[config.mk]
export PLATFORM = sky130hd
export DESIGN_NAME = ser_burst_tx
export DESIGN_NICKNAME = d
export VERILOG_FILES = /design/src/rtl/ser_tx_pkg.sv /design/src/rtl/ser_tx_baud.sv /design/src/rtl/ser_tx_shreg.sv /design/src/rtl/ser_burst_tx.sv
export SDC_FILE = /design/constraint.sdc
export NUM_CORES = 1
export LEC_CHECK = 0
export BUFFER_PORTS_ARGS = -buffer_cell sky130_fd_sc_hd__buf_4
export CAP_MARGIN = 20
export CORE_ASPECT_RATIO = 1.2
export CORE_MARGIN = 2
export CORE_UTILIZATION = 40
export DETAILED_ROUTE_END_ITERATION = 7
export RECOVER_POWER = 25
export SYNTH_ARGS = -nofsm -noshare
export SYNTH_HDL_FRONTEND = slang
export SYNTH_HIERARCHICAL = 1
export SYNTH_SLANG_ARGS = --single-unit
[constraint.sdc]
create_clock -name clk -period 4.4 [get_ports clk]
set_clock_uncertainty 0.05 [all_clocks]
set_input_delay 0.66 -clock clk [delete_from_list [all_inputs] [get_ports clk]]
set_output_delay 0.66 -clock clk [all_outputs]
set_load 0.05 [all_outputs]
[src/rtl/ser_tx_pkg.sv]
package ser_tx_pkg;
  localparam int WORD_W = 16;
  localparam int PKT_W  = WORD_W + 1;
  typedef logic [WORD_W-1:0] word_t;

  // parity bit appended after the data bits
  function automatic logic pkt_parity(input word_t d, input logic odd);
    return (^d) ^ odd;
  endfunction
endpackage

[src/rtl/ser_tx_baud.sv]
module ser_tx_baud #(
  parameter int DIV_W = 16
) (
  input  logic             clk,
  input  logic             rst_n,
  input  logic             run,
  input  logic [DIV_W-1:0] div_val,
  output logic             tick
);
  logic [DIV_W-1:0] cnt;

  assign tick = run && (cnt == div_val - 1'b1);

  always_ff @(posedge clk) begin
    if (!rst_n)             cnt <= '0;
    else if (!run || tick)  cnt <= '0;
    else                    cnt <= cnt + 1'b1;
  end
endmodule

[src/rtl/ser_tx_shreg.sv]
module ser_tx_shreg
  import ser_tx_pkg::*;
(
  input  logic  clk,
  input  logic  rst_n,
  input  logic  load,
  input  word_t load_data,
  input  logic  odd,
  input  logic  shift,
  output logic  ser_bit
);
  logic [PKT_W-1:0] sh;

  always_ff @(posedge clk) begin
    if (!rst_n)      sh <= '0;
    else if (load)   sh <= {pkt_parity(load_data, odd), load_data};
    else if (shift)  sh <= sh >> 1;
  end

  assign ser_bit = sh[0];
endmodule

[src/rtl/ser_burst_tx.sv]
module ser_burst_tx
  import ser_tx_pkg::*;
#(
  parameter int DIV_W = 16
) (
  input  logic             clk,
  input  logic             rst_n,
  input  logic [15:0]      in_data,
  input  logic             in_valid,
  input  logic             in_two_avail,
  output logic             in_ready,
  input  logic             mode_dword,
  input  logic             parity_odd,
  input  logic [DIV_W-1:0] half_div,
  output logic             sclk,
  output logic             sdata,
  output logic             strobe,
  output logic             done
);
  localparam int IDX_W = $clog2(PKT_W);
  localparam logic [IDX_W-1:0] LAST_IDX = IDX_W'(PKT_W - 1);

  logic             busy, phase_hi, pend, odd_q, done_q;
  logic [DIV_W-1:0] div_q;
  logic [IDX_W-1:0] bit_idx;
  logic             tick, start_ok, end_bit, last_bit, reload, ser_bit;

  assign start_ok = !busy && in_valid && (!mode_dword || in_two_avail);
  assign last_bit = (bit_idx == LAST_IDX);
  assign end_bit  = busy && phase_hi && tick;
  assign reload   = end_bit && last_bit && pend;
  assign in_ready = start_ok || reload;

  ser_tx_baud #(.DIV_W(DIV_W)) baud_i (
    .clk(clk), .rst_n(rst_n), .run(busy), .div_val(div_q), .tick(tick)
  );

  ser_tx_shreg shreg_i (
    .clk(clk), .rst_n(rst_n),
    .load(in_ready), .load_data(in_data),
    .odd(start_ok ? parity_odd : odd_q),
    .shift(end_bit && !last_bit),
    .ser_bit(ser_bit)
  );

  always_ff @(posedge clk) begin
    if (!rst_n) begin
      busy     <= 1'b0;
      phase_hi <= 1'b0;
      pend     <= 1'b0;
      odd_q    <= 1'b0;
      done_q   <= 1'b0;
      div_q    <= DIV_W'(1);
      bit_idx  <= '0;
    end else begin
      done_q <= 1'b0;
      if (start_ok) begin
        busy     <= 1'b1;
        phase_hi <= 1'b0;
        bit_idx  <= '0;
        pend     <= mode_dword;
        odd_q    <= parity_odd;
        div_q    <= (half_div == '0) ? DIV_W'(1) : half_div;
      end else if (busy && tick) begin
        if (!phase_hi) begin
          phase_hi <= 1'b1;
        end else begin
          phase_hi <= 1'b0;
          if (last_bit) begin
            bit_idx <= '0;
            if (pend) pend <= 1'b0;
            else begin
              busy   <= 1'b0;
              done_q <= 1'b1;
            end
          end else begin
            bit_idx <= bit_idx + 1'b1;
          end
        end
      end
    end
  end

  assign sclk   = busy && phase_hi;
  assign sdata  = busy && ser_bit;
  assign strobe = busy;
  assign done   = done_q;
endmodule

==> Word-level counts from Yosys, hierarchy flattened <==
Index checks and enable logic that the tools add are counted.
{ "totals": {"input_bits": 38, "output_inout_bits": 5, "wordCells": 64, "ff_bits": 59} }
{ "classes": {"eq_ne": 3, "bitwise": 5, "reduce_logical": 28, "add_sub_neg": 3, "muxes": 16} }
{ "op_table": {"columns": ["operator", "n"], "rows": [
  ["two-way mux 17 bit", 2],
  ["adder 16 x 1 -> 16 bit, second input constant", 1],
  ["equality test 16 bit", 1],
  ["logical NOT 16 bit", 1],
  ["two-way mux 16 bit", 1],
  ["parity 16 bit", 1],
  ["subtractor 16 x 1 -> 16 bit, second input constant", 1],
  ["two-way mux 1 bit", 12],
  ["logical AND 1 bit", 10],
  ["nonzero test 2 bit", 4],
  ["adder 5 x 1 -> 5 bit, second input constant", 1],
  ["equality test 5 bit, second input constant", 1],
  ["two-way mux 5 bit", 1],
  ["OR reduction 5 bit", 1],
  ["inverter 1 bit", 4],
  ["AND reduction 4 bit", 1],
  ["OR reduction 2 bit", 2],
  ["logical NOT 1 bit", 3],
  ["logical OR 1 bit", 3],
  ["AND reduction 3 bit", 1],
  ["inequality test 2 x 1 -> 1 bit, second input constant", 1],
  ["AND reduction 2 bit", 1],
  ["XOR 1 bit", 1]
]} }

==> Longest topological paths before layout <==
{ "logic_depth": {"depth_word": 8, "ltp_mapped": 16, "depth_no_buf": 14} }

==> Hierarchy <==
The synthesis kept the hierarchy.
{ "by_module_without_submodules": {"columns": ["mod", "seq_area_each_um2", "n_inst", "area_per_inst_um2", "cells_per_inst"], "rows": [
  ["ser_tx_baud", 320.3, 1, 1281.2, 163],
  ["ser_burst_tx", 520.5, 1, 1054.8, 98],
  ["ser_tx_shreg", 340.3, 1, 929.6, 104]
]} }

==> Worst setup path before layout <==
OpenSTA, ideal clock, no wires.
{ "synth_timing": {"kind": "reg-to-reg", "start": "reg div_q[0]", "end": "reg shreg_i.sh[0]", "path_slack_ps": 316, "synth_period_minus_slack_ps": 4084, "stages_incl_launch_ff": 16, "setup_ps": 115, "t_arrival_ps": 3920, "path_cell_list": "dfxtp_1 inv_1 ha_1 nor3b_2 a21oi_1 or4b_2 a2111oi_1 and3_2 and3_1 and3_1 buf_2 nand3_1 o21ai_0 clkbuf_1 o21ai_0 and2_1"} }
{ "synth_between": {"elab_chain_cells": 8, "word_cells_on_any_way": 10, "cone_classes": "add/sub (1); eq/ne (1); mux (1); reduce/logical (7)"} }
{ "synth_rtl": {"columns": ["element", "line_no", "rtl"], "rows": [
  ["start, declared", "ser_burst_tx.sv:24", "logic [DIV_W-1:0] div_q;"],
  ["start signal, assigned", "ser_burst_tx.sv:63", "div_q <= (half_div == '0) ? DIV_W'(1) : half_div;"],
  ["subtractor 16 x 1 -> 16 bit (*)", "ser_tx_baud.sv:12", "assign tick = run && (cnt == div_val - 1'b1);"],
  ["equality test 16 bit (*)", "ser_tx_baud.sv:12", null],
  ["logical AND 1 bit (*)", "ser_tx_baud.sv:12", null],
  ["via tick", "ser_burst_tx.sv:26", "logic tick, start_ok, end_bit, last_bit, reload, ser_bit;"],
  ["logical AND 1 bit (*)", "ser_burst_tx.sv:30", "assign end_bit = busy && phase_hi && tick;"],
  ["logical AND 1 bit (*) (2 in series)", "ser_burst_tx.sv:31", "assign reload = end_bit && last_bit && pend;"],
  ["logical OR 1 bit (*)", "ser_burst_tx.sv:32", "assign in_ready = start_ok || reload;"],
  ["via in_ready", "ser_burst_tx.sv:11", "output logic in_ready,"],
  ["two-way mux 17 bit or nonzero test 2 bit (tied branches)", null, null],
  ["end signal, assigned", "ser_tx_shreg.sv:16", "else if (load) sh <= {pkt_parity(load_data, odd), load_data};"],
  ["end signal, assigned", "ser_tx_shreg.sv:17", "else if (shift) sh <= sh >> 1;"],
  ["end, declared", "ser_tx_shreg.sv:12", "logic [PKT_W-1:0] sh;"]
]} }
The timed path passes the listed nets; every way through them passes the cells marked *.
A chain may end at the register's enable or synchronous reset.

==> Worst setup path after layout <==
{ "layout_timing": {"start": "reg div_q[0]", "end": "out in_ready"} }
{ "layout_between": {"elab_chain_cells": 7} }
{ "layout_rtl": {"columns": ["element", "line_no"], "rows": [
  ["subtractor 16 x 1 -> 16 bit", "ser_tx_baud.sv:12"],
  ["equality test 16 bit", "ser_tx_baud.sv:12"],
  ["logical AND 1 bit", "ser_tx_baud.sv:12"],
  ["via tick", "ser_burst_tx.sv:26"],
  ["logical AND 1 bit", "ser_burst_tx.sv:30"],
  ["logical AND 1 bit (2 in series)", "ser_burst_tx.sv:31"],
  ["logical OR 1 bit", "ser_burst_tx.sv:32"],
  ["end, declared", "ser_burst_tx.sv:11"]
]} }
The timed path passes the listed nets, and every way through them passes these cells.

==> flow_summary.toml <==
[status]
status = "complete, but fails checks"
violations = "capacitance limit, slew limit"

[routing]
drt_iter0_markers = 86
drtAntennaViolNets = 0
routedWlPerCell_um = 14.3
viasPerCell = 5.34
dr.pass1.iters = 4
drcViolationCount = 0
wl_um = 7210
routed-via-count = 2696

[timing]
hold_violations = 0
setup_tns_ns = 0
post-route-min-period_ns = 4.19
max_freq_mhz = 239
fin_crit_sh_pct = 95.1
max_slew.worst_pin.slew_ns = 2.31
relSlewSlack_pct = -54.1
hold_slack_ns = 0.439
finalSetupViolations = 0
slew_viol_final = 19

[synthesis]
syn-mean-instance-area_sq_um = 8.95
yosysMostFrequentCell = "dfxtp_1"
synthTopCellsByArea = "dfxtp_1 (36%), xnor2_1 (8.6%), mux2i_1 (4.9%)"
synth_cell_types = 62
synth_area_sq_um = 3270
synth_common_cells = "dfxtp_1 (59), xnor2_1 (32), nand2_1 (29), nor2_1 (29), o21ai_0 (21)"
yosysWarnings = 6
yosys.area.top_type_share_pct = 36.2
yosys.area.top_type = "dfxtp_1"
ys.flop_type = "dfxtp_1"
ys_seq_elements = 59
seq_area_frac_synth_pct = 36.2
synth-edff-count = 0
ys_async_sr_fraction_pct = 0
synth_cells = 365
syn_nets = 407

[global_routing]
grt_pass1_wl_um = 12100
track_usage_pct = 17.3
grt_max_degree = 35
grt_pass1_vias = 2624
grt.overflow.total = 0
antenna_found_initial = 0

[hold_path]
worstHoldPathCells = 2
min_from = "bit_idx[0]$_SDFFE_PP0P_"
hp-class = "flip-flop to flip-flop"
holdPathEnd = "bit_idx[0]$_SDFFE_PP0P_"

[clocking]
ctsHoldBuffers = 0
cts.sinks = 59
insertion_delay_ns = 0.33
clockBufferDepth = 2
clk_pin_slew_ns = 0.07
cts-root-buf = "clkbuf_8"
cts_tree = "built"
numCtsBuffers = 9
htreeDepth = 3

[floorplanning]
coreArea_sq_um = 8020
dieArea_sq_um = 8910
start_util_pct = 40.7
chipWidth_um = 86.5
rows = 36
die_h_um = 103
ios = 43

[worst_setup_path]
arrival_ns = 3.48
worst-r2r-setup-slack_ns = 0.65
worst-r2r-cell-count = 14
crit_fanout = 7
reg2reg_to = "shreg_i/sh[16]$_SDFFE_PN0P_"
path_class = "flip-flop to output pin"
worstSetupEndpointType = "output pin"
startpoint = "div_q[0]$_SDFFE_PN1P_"
cp-start-kind = "flip-flop"
critical_path_required_ns = 3.69
r2r_start = "div_q[0]$_SDFFE_PN1P_"

[final_layout]
drive_gt1_share_pct = 19.0
antenna_cells = 0
area_growth_syn_to_layout_pct = 18.5
final_net_count = 447

[pwr]
vdd_drop_max_mv = 0.154
power_frac_seq_pct = 42.0
p_switching_mw = 0.345
leakagePower_nw = 1.42
powerDensity_nw_per_um2 = 359
clock_power_share_pct = 42.6
p_int_mw = 1.05
power_frac_comb_pct = 15.4
swShare_pct = 24.8

[placement]
io_buffers = 42
place.gp.congestion = 0.856
dpl.hpwl_um = 5390

[job]
cap_violations = 1
## metrics by stage
stage	instance area, sq um	power, mW	cells	setup WS [ns]	util [%]
after floorplan	3270	0.744	365	0.316	-
after global placement	3630	0.808	488	0.489	45.3
after detailed placement	3630	0.810	488	0.379	45.3
after CTS	3870	1.40	504	0.00685	48.3
after global routing	3870	1.46	505	-0.00287	48.3
final	3870	1.39	505	0.214	48.3
## cells by family (layout without fill, tap and decap cells)
group                    after synthesis  after routing  share of synthesized area, %
AO/OA/AOI/OAI                         70             70                          15.3
XOR/XNOR                              47             47                          13.0
adder cells (fa/ha/maj)                4              4                          1.53
buffers and inverters                 29             74                          4.25
flip-flops                            59             59                          36.2
multiplexers                          16             16                          4.90
AND/OR/NAND/NOR                      140            140                          24.8
## state kept, by name, indices dropped and copies added, names as in the netlist
register	flops
div_q	16
phase_hi	1
pend	1
done	1
bit_idx	5
odd_q	1
strobe	1
baud_i/cnt	16
shreg_i/sh	17
## power groups by stage
| stage | sequential (mW) | clock (mW) | combinational [mW] |
|---|---|---|---|
| 2_1_floorplan | 0.591 | 0 | 0.153 |
| 3_3_place_gp | 0.596 | 0 | 0.212 |
| 3_5_place_dp | 0.596 | 0 | 0.214 |
| 4_1_cts | 0.584 | 0.606 | 0.214 |
| 5_1_grt | 0.588 | 0.636 | 0.238 |
| 6_report | 0.585 | 0.592 | 0.214 |
## worst max-delay path, cell delays in order (launching register included)
cell and delay (ns):
dfxtp_1 0.35, inv_1 0.07, ha_1 0.19, or3b_2 0.51, or4_1 0.52, a311oi_1 0.36
a2111oi_2 0.09, and3_2 0.19, and3_1 0.21, and3_2 0.27, nand3_1 0.11, o21ai_2 0.07
buf_4 0.20
## layer usage
layer  global-route usage [%]  routed length (um)  vias to the layer above
met2                     27.9                3380                       56
met4                     10.5                 313                        0
met5                        0                   0                        -
li1                         -                   -                     1382
met3                     3.44                 252                       17
met1                     21.3                3270                     1241
## cells in the final DEF (no fill, tap or decap), types with 2 or more instances in the layout
| cell type | synthesis | layout |
|---|---|---|
| nor4_1 | 9 | 9 |
| nand2_1 | 29 | 29 |
| xor2_1 | 14 | 14 |
| mux2i_1 | 16 | 16 |
| and2_1 | 18 | 18 |
| o21a_1 | 2 | 2 |
| nand3_1 | 11 | 11 |
| bufinv_16 | 0 | 3 |
| or3_1 | 3 | 3 |
| nor3_1 | 4 | 4 |
| and3b_1 | 2 | 2 |
| or3b_2 | 2 | 2 |
| a311oi_1 | 4 | 4 |
| buf_4 | 0 | 44 |
| ha_1 | 4 | 4 |
| a21oi_1 | 7 | 7 |
| inv_1 | 13 | 13 |
| nor3b_1 | 1 | 2 |
| nand4_1 | 5 | 5 |
| clkbuf_8 | 0 | 9 |
| a32oi_1 | 2 | 2 |
| nor2_1 | 29 | 28 |
| clkinvlp_4 | 0 | 2 |
| a31o_1 | 2 | 2 |
| nor2_2 | 3 | 4 |
| o211ai_1 | 2 | 2 |
| and3_1 | 4 | 3 |
| and3_2 | 1 | 2 |
| or4_1 | 3 | 3 |
| clkbuf_1 | 7 | 2 |
| a22o_1 | 15 | 15 |
| xnor2_1 | 32 | 32 |
| o21ai_0 | 21 | 20 |
| nand2b_1 | 4 | 5 |
| dfxtp_1 | 59 | 59 |
## repair_timing
item | in CTS | in global routing
gates resized for setup | 0 | 3
setup buffers | 0 | 1
setup endpoints to repair | 0 | 1
## area by class of cell
| cell class | count | area [sq um] |
|---|---|---|
| inverters | 13 | 48.8 |
| well taps | 95 | 119 |
| clock inverters | 6 | 114 |
| flip-flops and latches | 59 | 1180 |
| clock buffers | 10 | 128 |
| repair buffers | 45 | 334 |
| fillers | 775 | 4150 |
| multi-input cells | 277 | 1950 |
## worst max path at each step
stage | to | slack (ns) | depth (start not counted)
global placement | in_ready | 0.49 | 12
global route | in_ready | -0.003 | 12
detailed placement | in_ready | 0.38 | 12
CTS | in_ready | 0.007 | 12
finish | in_ready | 0.21 | 12
floorplan | shreg_i/sh[0]$_SDFFE_PN0P_ | 0.32 | 15
No activity file was read; power rests on OpenSTA's default activity.
